==> src/rtl/sata_fis_pkg.sv <==
package sata_fis_pkg;
  localparam int IDX_W   = 5;
  localparam int D2H_LEN = 20;
  localparam int SDB_LEN = 8;

  localparam logic [7:0] TYPE_D2H    = 8'h34;
  localparam logic [7:0] TYPE_SDB    = 8'hA1;
  localparam logic [7:0] ABORT_STAT  = 8'h41;
  localparam logic [7:0] ABORT_ERR   = 8'h04;
  localparam int         ERR_BIT     = 0;
  localparam int         INTR_BIT    = 6;

  typedef struct packed {
    logic             load;
    logic             emit;
    logic             fire;
    logic [IDX_W-1:0] idx;
  } ctlStrobe_t;
endpackage

==> src/rtl/sata_fis_ctrl.sv <==
module sata_fis_ctrl
  import sata_fis_pkg::*;
(
  input  logic       clk,
  input  logic       rstN,
  input  logic       reqValid,
  input  logic       capSdb,
  output logic       reqReady,
  output ctlStrobe_t strb
);
  typedef enum logic [1:0] {ST_IDLE, ST_EMIT, ST_FIRE} ctlState_t;

  ctlState_t        state;
  logic [IDX_W-1:0] idx;
  logic [IDX_W-1:0] lastIdx;

  assign lastIdx = capSdb ? IDX_W'(SDB_LEN - 1) : IDX_W'(D2H_LEN - 1);

  always_ff @(posedge clk) begin
    if (!rstN) begin
      state <= ST_IDLE;
      idx   <= '0;
    end else begin
      unique case (state)
        ST_IDLE: if (reqValid) begin
          state <= ST_EMIT;
          idx   <= '0;
        end
        ST_EMIT: if (idx == lastIdx) state <= ST_FIRE;
                 else idx <= idx + 1'b1;
        ST_FIRE: state <= ST_IDLE;
        default: state <= ST_IDLE;
      endcase
    end
  end

  always_comb begin
    strb.load = (state == ST_IDLE) && reqValid;
    strb.emit = (state == ST_EMIT);
    strb.fire = (state == ST_FIRE);
    strb.idx  = idx;
  end

  assign reqReady = (state == ST_IDLE);

  // a burst runs without gaps to its last byte
  assert_burst_gapless_R1: assert property (@(posedge clk) disable iff (!rstN)
    (state == ST_EMIT && idx != lastIdx) |=> (state == ST_EMIT));

  // an accepted request leaves the idle state at once
  assert_busy_after_load_R8: assert property (@(posedge clk) disable iff (!rstN)
    strb.load |=> !reqReady);
endmodule

==> src/rtl/sata_fis_dp.sv <==
module sata_fis_dp
  import sata_fis_pkg::*;
#(
  parameter int          ADDR_W    = 8,
  parameter int          D2H_BASE  = 64,
  parameter int          SDB_BASE  = 88,
  parameter logic [15:0] TFD_RESET = 16'h007F
) (
  input  logic              clk,
  input  logic              rstN,
  input  ctlStrobe_t        strb,
  input  logic              reqKind,
  input  logic              reqIntr,
  input  logic              reqAbort,
  input  logic [7:0]        reqStatus,
  input  logic [7:0]        reqError,
  input  logic [31:0]       reqFinished,
  output logic              capSdb,
  output logic              wrEn,
  output logic [ADDR_W-1:0] wrAddr,
  output logic [7:0]        wrData,
  output logic              setDhrs,
  output logic              setSdbs,
  output logic              setTfes,
  output logic [15:0]       tfdValue
);
  logic        capIntr;
  logic [7:0]  capStatus;
  logic [7:0]  capError;
  logic [31:0] capFinished;
  logic        capErr;

  always_ff @(posedge clk) begin
    if (!rstN) begin
      capSdb      <= 1'b0;
      capIntr     <= 1'b0;
      capStatus   <= 8'h00;
      capError    <= 8'h00;
      capFinished <= '0;
    end else if (strb.load) begin
      capSdb      <= reqKind;
      capIntr     <= reqIntr;
      capStatus   <= reqAbort ? ABORT_STAT : reqStatus;
      capError    <= reqAbort ? ABORT_ERR  : reqError;
      capFinished <= reqKind ? reqFinished : 32'h0;
    end
  end

  function automatic logic [7:0] fisByte(input logic sdb, input logic [IDX_W-1:0] i,
                                         input logic intr, input logic [7:0] st,
                                         input logic [7:0] er, input logic [31:0] fin);
    logic [7:0] b;
    b = 8'h00;
    case (i)
      IDX_W'(0): b = sdb ? TYPE_SDB : TYPE_D2H;
      IDX_W'(1): b[INTR_BIT] = intr;
      IDX_W'(2): b = st;
      IDX_W'(3): b = er;
      IDX_W'(4): b = sdb ? fin[7:0]   : 8'h00;
      IDX_W'(5): b = sdb ? fin[15:8]  : 8'h00;
      IDX_W'(6): b = sdb ? fin[23:16] : 8'h00;
      IDX_W'(7): b = sdb ? fin[31:24] : 8'h00;
      default:   b = 8'h00;
    endcase
    return b;
  endfunction

  assign wrEn   = strb.emit;
  assign wrAddr = (capSdb ? ADDR_W'(SDB_BASE) : ADDR_W'(D2H_BASE)) + ADDR_W'(strb.idx);
  assign wrData = fisByte(capSdb, strb.idx, capIntr, capStatus, capError, capFinished);

  assign capErr  = capStatus[ERR_BIT];
  assign setDhrs = strb.fire && !capSdb && capIntr;
  assign setSdbs = strb.fire &&  capSdb && !capErr && capIntr;
  assign setTfes = strb.fire && capErr;

  always_ff @(posedge clk) begin
    if (!rstN)                      tfdValue <= TFD_RESET;
    else if (strb.fire && !capSdb)  tfdValue <= {capError, capStatus};
  end

  // register-frame interrupt only with its flag, on a register frame
  assert_dhrs_needs_flag_R3: assert property (@(posedge clk) disable iff (!rstN)
    setDhrs |-> (capIntr && !capSdb));

  // set-device-bits and task-file error never together
  assert_sdbs_tfes_exclusive_R5: assert property (@(posedge clk) disable iff (!rstN)
    !(setSdbs && setTfes));

  // an abort captures the forced status and error
  assert_abort_forced_R6: assert property (@(posedge clk) disable iff (!rstN)
    (strb.load && reqAbort) |=> (capStatus == ABORT_STAT && capError == ABORT_ERR));

  // task-file data moves only after a register-frame interrupt cycle
  assert_tfd_hold_R7: assert property (@(posedge clk) disable iff (!rstN)
    !(strb.fire && !capSdb) |=> $stable(tfdValue));
endmodule

==> src/rtl/sata_fis_irq_gen.sv <==
module sata_fis_irq_gen
  import sata_fis_pkg::*;
#(
  parameter int          ADDR_W    = 8,
  parameter int          D2H_BASE  = 64,
  parameter int          SDB_BASE  = 88,
  parameter logic [15:0] TFD_RESET = 16'h007F
) (
  input  logic              clk,
  input  logic              rstN,
  input  logic              reqValid,
  input  logic              reqKind,
  input  logic              reqIntr,
  input  logic              reqAbort,
  input  logic [7:0]        reqStatus,
  input  logic [7:0]        reqError,
  input  logic [31:0]       reqFinished,
  output logic              reqReady,
  output logic              wrEn,
  output logic [ADDR_W-1:0] wrAddr,
  output logic [7:0]        wrData,
  output logic              setDhrs,
  output logic              setSdbs,
  output logic              setTfes,
  output logic [15:0]       tfdValue
);
  ctlStrobe_t strb;
  logic       capSdb;
  logic       wrEnQ;

  sata_fis_ctrl ctrl_i (
    .clk(clk), .rstN(rstN), .reqValid(reqValid), .capSdb(capSdb),
    .reqReady(reqReady), .strb(strb)
  );

  sata_fis_dp #(
    .ADDR_W(ADDR_W), .D2H_BASE(D2H_BASE), .SDB_BASE(SDB_BASE), .TFD_RESET(TFD_RESET)
  ) dp_i (
    .clk(clk), .rstN(rstN), .strb(strb),
    .reqKind(reqKind), .reqIntr(reqIntr), .reqAbort(reqAbort),
    .reqStatus(reqStatus), .reqError(reqError), .reqFinished(reqFinished),
    .capSdb(capSdb), .wrEn(wrEn), .wrAddr(wrAddr), .wrData(wrData),
    .setDhrs(setDhrs), .setSdbs(setSdbs), .setTfes(setTfes), .tfdValue(tfdValue)
  );

  always_ff @(posedge clk) begin
    if (!rstN) wrEnQ <= 1'b0;
    else       wrEnQ <= wrEn;
  end

  // pulses only in the cycle right after the last write
  assert_irq_after_burst_R3: assert property (@(posedge clk) disable iff (!rstN)
    (setDhrs || setSdbs || setTfes) |-> (wrEnQ && !wrEn));

  // no write while idle
  assert_no_write_idle_R8: assert property (@(posedge clk) disable iff (!rstN)
    reqReady |-> !wrEn);
endmodule

==> config.mk <==
export PLATFORM = sky130hd
export DESIGN_NAME = sata_fis_irq_gen
export DESIGN_NICKNAME = d
export VERILOG_FILES = /design/src/rtl/sata_fis_pkg.sv /design/src/rtl/sata_fis_ctrl.sv /design/src/rtl/sata_fis_dp.sv /design/src/rtl/sata_fis_irq_gen.sv
export SDC_FILE = /design/constraint.sdc
export NUM_CORES = 1
export LEC_CHECK = 0
export BUFFER_PORTS_ARGS = -buffer_cell sky130_fd_sc_hd__buf_2
export CAP_MARGIN = 10
export CORE_MARGIN = 2
export CORE_UTILIZATION = 37
export CTS_BUF_LIST = sky130_fd_sc_hd__clkbuf_4
export DETAILED_ROUTE_END_ITERATION = 12
export GPL_TIMING_DRIVEN = 0
export RECOVER_POWER = 50
export SLEW_MARGIN = 5
export SYNTH_ARGS = -nofsm -noshare
export SYNTH_HDL_FRONTEND = slang
export SYNTH_SLANG_ARGS = --single-unit
==> constraint.sdc <==
create_clock -name clk -period 4.5 [get_ports clk]
set_input_delay 0.9 -clock clk [delete_from_list [all_inputs] [get_ports clk]]
set_output_delay 0.9 -clock clk [all_outputs]
set_load 0.01 [all_outputs]
# [Word-level counts from Yosys, hierarchy flattened]
# Cells that the tools add are included.
[word_totals] n_memories=0 mem_bits_rw=0 word_cells=56 latch_bits=0 output_inout_bits=37 mem_bits_ro=0 input_bits=54 register_bits=73
[op_classes] n_reduce_logical=14 n_bitwise=0 n_shift=0 add_sub_neg=2 mul=0 n_div=0 magnitude_cmp=0 n_eq_ne=13 mux=19
[ops] operator="two-way mux 8 bit" n=7
[ops] operator="one-hot mux 6 bit (7 select lines)" n=1
[ops] operator="two-way mux 32 bit" n=1
[ops] operator="== test 5 x 3 -> 1 bit, second input constant" n=4
[ops] operator="two-way mux 5 bit" n=4
[ops] operator="== test 5 x 2 -> 1 bit, second input constant" n=2
[ops] operator="one-hot mux 5 bit (2 select lines)" n=1
[ops] operator="adder 8 x 5 -> 8 bit" n=1
[ops] operator="one-hot mux 1 bit (8 select lines)" n=1
[ops] operator="logical AND 1 bit" n=7
[ops] operator="one-hot mux 1 bit (7 select lines)" n=1
[ops] operator="adder 5 x 1 -> 5 bit, second input constant" n=1
[ops] operator="== test 5 x 1 -> 1 bit, second input constant" n=1
[ops] operator="== test 5 bit" n=1
[ops] operator="logical NOT 5 bit" n=1
[ops] operator="two-way mux 2 bit" n=2
[ops] operator="inequality test 2 bit, second input constant" n=2
[ops] operator="one-hot mux 2 bit (2 select lines)" n=1
[ops] operator="AND reduction 3 bit" n=1
[ops] operator="== test 2 x 1 -> 1 bit, second input constant" n=1
[ops] operator="== test 2 bit, second input constant" n=1
[ops] operator="logical NOT 1 bit" n=2
[ops] operator="logical NOT 2 bit" n=1
[ops] operator="inequality test 2 x 1 -> 1 bit, second input constant" n=1
[ops] operator="other kinds (2)" n=2

# [Longest topological paths before layout]
[depth] word_depth=4 ltp_mapped=6

# [Hierarchy]
# From an unflattened synthesis, not the netlist that was laid out.
[unflattened] cells_unflattened=389 hier_area_um2=3498.4
[modules_own_cells] mod="sata_fis_dp" seq_area_each_um2=1321.3 cells_each=350 instances=1 area_each_um2=3138.0
[modules_own_cells] mod="sata_fis_ctrl" seq_area_each_um2=140.1 cells_each=39 instances=1 area_each_um2=360.3

# [Worst setup path after synthesis]
# Ideal clock, no wire load.
[synth_timing] path_type="register to output" from="reg ctrl_i.idx[0]" to="out wrData[2]" stages_incl_launch_ff=7 t_arrival_ps=1507 path_slack_ps=2093 path_buffers=1 required_time_ps=3600 path_cell_list="dfxtp_1 inv_1 ha_1 clkbuf_1 a222oi_1 a2bb2oi_1 nand4_1"
[synth_via] elab_chain_len=2 word_cells_on_any_way=8 classes_between="eq/ne: 6; mux: 1; reduce/logical: 1"
[synth_rtl] item="start, declared" line="sata_fis_ctrl.sv:14" text="logic [IDX_W-1:0] idx;"
[synth_rtl] item="start signal, assigned" line="sata_fis_ctrl.sv:30" text="else idx <= idx + 1'b1;"
[synth_rtl] item="== test 5 x 3 -> 1 bit (tied with other cells)" line="sata_fis_dp.sv:54" text="case (i)"
[synth_rtl] item="one-hot mux 6 bit (7 select lines) (*)" line="sata_fis_dp.sv:54"
[synth_rtl] item="end, declared" line="sata_fis_irq_gen.sv:21" text="output logic [7:0] wrData,"
# Every way passes the cells marked *; elsewhere a longest branch is shown, timed or not.

# [Final worst setup path]
[layout_timing] from="reg dp_i.capSdb" to="out setDhrs"
[layout_via] elab_chain_len=3
[layout_rtl] item="start, declared" line="sata_fis_dp.sv:18" text="output logic capSdb,"
[layout_rtl] item="start signal, assigned" line="sata_fis_dp.sv:41" text="capSdb <= reqKind;"
[layout_rtl] item="logical NOT 1 bit" line="sata_fis_dp.sv:73" text="assign setDhrs = strb.fire && !capSdb && capIntr;"
[layout_rtl] item="logical AND 1 bit (2 in a row)" line="sata_fis_dp.sv:73"
[layout_rtl] item="end, declared" line="sata_fis_irq_gen.sv:22" text="output logic setDhrs,"
# No other way between the ends.

==> reports/qor.txt <==
OUTCOME
---------------------------------------------------------------------------------
Status ............................................................. complete, no violations

LOGIC SYNTHESIS
---------------------------------------------------------------------------------
Count of distinct cell types in the synthesized netlist ............           50
Post-synthesis sequential area ratio ...............................        41.2%
Avg Cell Area, Syn .................................................     8.72 um2
Syn Std Cell Area ..................................................     3550 um2
Number of flops mapped to enable cells by yosys ....................            0
Yosys warning total ................................................            0
Post-synth net total ...............................................          468
Cell count after synthesis .........................................          407
Commonest register cell after synthesis ............................ sky130_fd_sc_hd__dfxtp_1
Synthesized flop and latch total ...................................           73
Ys async rst share .................................................           0%

DIE
---------------------------------------------------------------------------------
Core outline area ..................................................     9280 um2
Site Rows ..........................................................           35
Die span in y ......................................................       102 um
Horizontal die dimension ...........................................       102 um
I/O pins ...........................................................           91
Total Die Area .....................................................    10400 um2
Initial core utilization ...........................................        38.2%

CRITICAL PATH
---------------------------------------------------------------------------------
CP required ........................................................      3.60 ns
CP max FO ..........................................................           10
Depth of the worst register-to-register path .......................            5
Arrival time reported for the critical path endpoint ...............      2.58 ns
Launching point of the worst reg2reg path .......................... ctrl_i.state[1]$_SDFFE_PN0P_
Type of element capturing the critical path ........................  output port
Worst Setup Start Kind .............................................    flip-flop
R2r endpoint ....................................................... dp_i.capFinished[30]$_SDFFE_PN0P_
Slack of the worst reg-to-reg path .................................      2.07 ns
Setup Crit Path Kind ............................................... flip-flop to output port

GRT
---------------------------------------------------------------------------------
GRT Util Overall ...................................................        20.5%
Initial antenna violation count ....................................            0
Via count of the first global-routing pass .........................         3100
Overflow left after global routing .................................            0
Wire length of the first global-routing pass .......................     16200 um
Pin count of the biggest net entering global routing ...............           14

CLOCK NETWORK
---------------------------------------------------------------------------------
CTS Hold Bufs ......................................................            0
Sinks on the clock net .............................................           73
Number of post-CTS setup repair buffers ............................            0
Clock slew seen by the registers of the worst setup and hold paths .      0.13 ns
Max clock buf depth ................................................            2
Total number of H-tree levels ......................................            3
CTS root buf ....................................................... sky130_fd_sc_hd__clkbuf_4
CTS buffer count ...................................................            9
Clock network latency to the later pin of the worst-skew pair ......      0.42 ns
Clock tree from TritonCTS ..........................................        built
Resized cells post-CTS .............................................            0

MIN PATH
---------------------------------------------------------------------------------
Worst min-delay path startpoint .................................... dp_i.tfdValue[8]$_SDFFE_PN0P_
Worst Hold Endpoint ................................................ dp_i.tfdValue[8]$_SDFFE_PN0P_
Min-delay worst type ............................................... flip-flop to flip-flop
Hold depth .........................................................            2

POWER AND IR DROP
---------------------------------------------------------------------------------
Switching Power ....................................................       362 uW
Design internal power ..............................................       959 uW
Total design power .................................................      1320 uW
Clock network fraction of total power ..............................        35.7%
Leakage power ......................................................   0.00163 uW
Power density over the cells .......................................   315 nW/um2
Relative contribution of sequential cells to total power ...........        51.8%
Worst voltage drop across the vdd grid .............................     0.167 mV
Logic gate share of total power ....................................        12.5%
Sw Ratio ...........................................................        27.4%

TIMING
---------------------------------------------------------------------------------
Final worst slack ..................................................      1.02 ns
Setup repair after global routing missed its margin ................           no
Final setup violation count ........................................            0
Setup TNS ..........................................................         0 ns
Peak Freq ..........................................................      287 MHz
Skew final .........................................................    0.0120 ns
Max Transition Viols Final .........................................            0
Slew Limit Headroom ................................................        20.8%
Number of failing hold endpoints at the final stage ................            0
Share of the clock period used by the worst path ...................        77.3%
Worst Tran Pin Value ...............................................      1.19 ns
Final min period ...................................................      3.48 ns

DRT
---------------------------------------------------------------------------------
Number of vias per cell ............................................         5.14
Antenna viol nets, final ...........................................            0
Average wire per standard cell .....................................      16.0 um
1st-pass router iterations .........................................            4
Overall routed net length ..........................................     10200 um
Vias after detailed routing ........................................         3280
Detailed Route Iter0 Violations ....................................          196
DRC errors left ....................................................            0

LAYOUT
---------------------------------------------------------------------------------
Fin nets ...........................................................          565
Antenna diode count ................................................            0
Final cell count without fillers ...................................          638
FILL cells .........................................................          999
Synthesis-to-finish area growth ....................................        18.4%
Sequential cell area ...............................................     1460 um2
Area taken by multi-input logic gates ..............................     1780 um2
Proportion of layout cells with a drive suffix above 1 .............        23.2%
Core occupancy in the finished layout ..............................        45.2%

PLACE
---------------------------------------------------------------------------------
Buffers added on ports .............................................           86
DP Worst Slack .....................................................      1.60 ns
Post-detail-place hpwl .............................................      7740 um
Cell count after placement .........................................          622
Final estimated routing congestion in global placement .............        0.836

JOB
---------------------------------------------------------------------------------
Max-cap violations .................................................            0

## power groups by stage
stage / clock (uW) / combinational [uW] / sequential, uW
6_report: 472 / 165 / 684
3_3_place_gp: 0 / 176 / 698
5_1_grt: 512 / 181 / 688
2_1_floorplan: 0 / 112 / 693
4_1_cts: 478 / 179 / 684
3_5_place_dp: 0 / 178 / 699
## metal layers
| layer | GRT usage, % | vias to the layer above | share of wire [%] | routed length (um) |
|---|---|---|---|---|
| met5 | 0 | - | 0 | 0 |
| met1 | 28.4 | 1549 | 47 | 4840 |
| li1 | - | 1618 | - | - |
| met2 | 32.2 | 97 | 45 | 4630 |
| met4 | 6.67 | 0 | 1.5 | 148 |
| met3 | 3.97 | 16 | 5.7 | 583 |
## cells in the final DEF, fill, tap and decap left out, drive strengths merged, types with 5 or more instances in the layout
| cell | count |
|---|---|
| buf | 96 |
| nand2 | 89 |
| dfxtp | 73 |
| a21boi | 58 |
| nand3 | 43 |
| clkbuf | 41 |
| nand3b | 16 |
| nor2 | 6 |
| nor3b | 6 |
| ha | 6 |
| a222oi | 5 |
| a22oi | 5 |
## sequential cells by signal, indices dropped and copies added, names as in the netlist
| register | count |
|---|---|
| dp_i.capIntr | 1 |
| dp_i.capSdb | 1 |
| dp_i.capError | 8 |
| dp_i.tfdValue | 16 |
| ctrl_i.idx | 5 |
| ctrl_i.state | 2 |
| dp_i.capStatus | 8 |
| dp_i.capFinished | 32 |
## cells in the mapped netlist (2+ instances only)
master	instances	share of area (%)
sky130_fd_sc_hd__nand3b_1	16	3.4
sky130_fd_sc_hd__a2bb2oi_1	2	0.49
sky130_fd_sc_hd__a221oi_1	3	0.74
sky130_fd_sc_hd__mux2i_1	2	0.56
sky130_fd_sc_hd__buf_6	12	3.8
sky130_fd_sc_hd__nor2_1	6	0.63
sky130_fd_sc_hd__buf_2	3	0.42
sky130_fd_sc_hd__buf_4	8	1.7
sky130_fd_sc_hd__nor3b_1	4	0.85
sky130_fd_sc_hd__ha_1	6	2.1
sky130_fd_sc_hd__conb_1	2	0.21
sky130_fd_sc_hd__inv_1	3	0.32
sky130_fd_sc_hd__a222oi_1	5	1.4
sky130_fd_sc_hd__nand4_1	3	0.53
sky130_fd_sc_hd__o22ai_1	3	0.53
sky130_fd_sc_hd__a21boi_0	43	9.1
sky130_fd_sc_hd__nor2b_1	4	0.71
sky130_fd_sc_hd__or3b_1	3	0.74
sky130_fd_sc_hd__a21boi_1	15	3.2
sky130_fd_sc_hd__nor3_1	3	0.42
sky130_fd_sc_hd__nor4b_2	2	0.85
sky130_fd_sc_hd__nand3_1	43	6.1
sky130_fd_sc_hd__a221o_1	2	0.56
sky130_fd_sc_hd__a22oi_1	5	1.1
sky130_fd_sc_hd__and3_1	2	0.35
sky130_fd_sc_hd__o211ai_1	2	0.42
sky130_fd_sc_hd__o21ai_0	2	0.28
sky130_fd_sc_hd__dfxtp_1	73	41
sky130_fd_sc_hd__clkbuf_1	18	1.9
sky130_fd_sc_hd__a22o_1	2	0.49
sky130_fd_sc_hd__a21oi_1	3	0.42
sky130_fd_sc_hd__nand2_1	89	9.4
## how the worst max path moves through the flow
| stage | start | end | slack [ns] | depth (start not counted) |
|---|---|---|---|---|
| final | dp_i.capSdb$_SDFFE_PN0P_ | setDhrs | 1.02 | 5 |
| after global routing | dp_i.capSdb$_SDFFE_PN0P_ | setDhrs | 0.73 | 5 |
| after CTS | ctrl_i.idx[0]$_SDFFE_PN0P_ | wrData[4] | 1.11 | 7 |
| after detailed placement | ctrl_i.idx[0]$_SDFFE_PN0P_ | wrData[4] | 1.60 | 7 |
| after global placement | ctrl_i.idx[0]$_SDFFE_PN0P_ | wrData[2] | 1.61 | 7 |
| after floorplan | ctrl_i.idx[0]$_SDFFE_PN0P_ | wrData[2] | 2.09 | 6 |
## critical path, cell delays in order, from the launching register on
cell	delay, ns
sky130_fd_sc_hd__dfxtp_1	0.40
sky130_fd_sc_hd__clkbuf_1	0.26
sky130_fd_sc_hd__nor3b_1	0.71
sky130_fd_sc_hd__clkbuf_1	0.46
sky130_fd_sc_hd__and2_1	0.20
sky130_fd_sc_hd__buf_2	0.12
## stage by stage
step | area, um2 | hold slack, ns
after floorplan | 3550 | 0.426
after detailed placement | 4140 | 0.447
after global routing | 4200 | 0.492
after CTS | 4300 | 0.462
final | 4200 | 0.467
after global placement | 4140 | 0.443
## kinds of logic after synthesis
kind of cell | Yosys count | synth area share [%]
simple gates | 185 | 26.8
compound gates | 92 | 20.1
xor+xnor | 1 | 0.247
flops | 73 | 41.2
fa+ha+maj | 7 | 2.68
buf+inv | 45 | 8.29
other cells | 2 | 0.212
mux | 2 | 0.564
## area by class of cell
cell class	count	share of cell area, %
plain buffers	42	4.77
repair buffers	86	10.2
multi-input cells	289	42.3
clock buffers	9	1.61
well taps	129	3.84
inverters	3	0.268
clock inverters	7	2.20
flip-flops and latches	73	34.8
(Power assumes the default switching activity.)
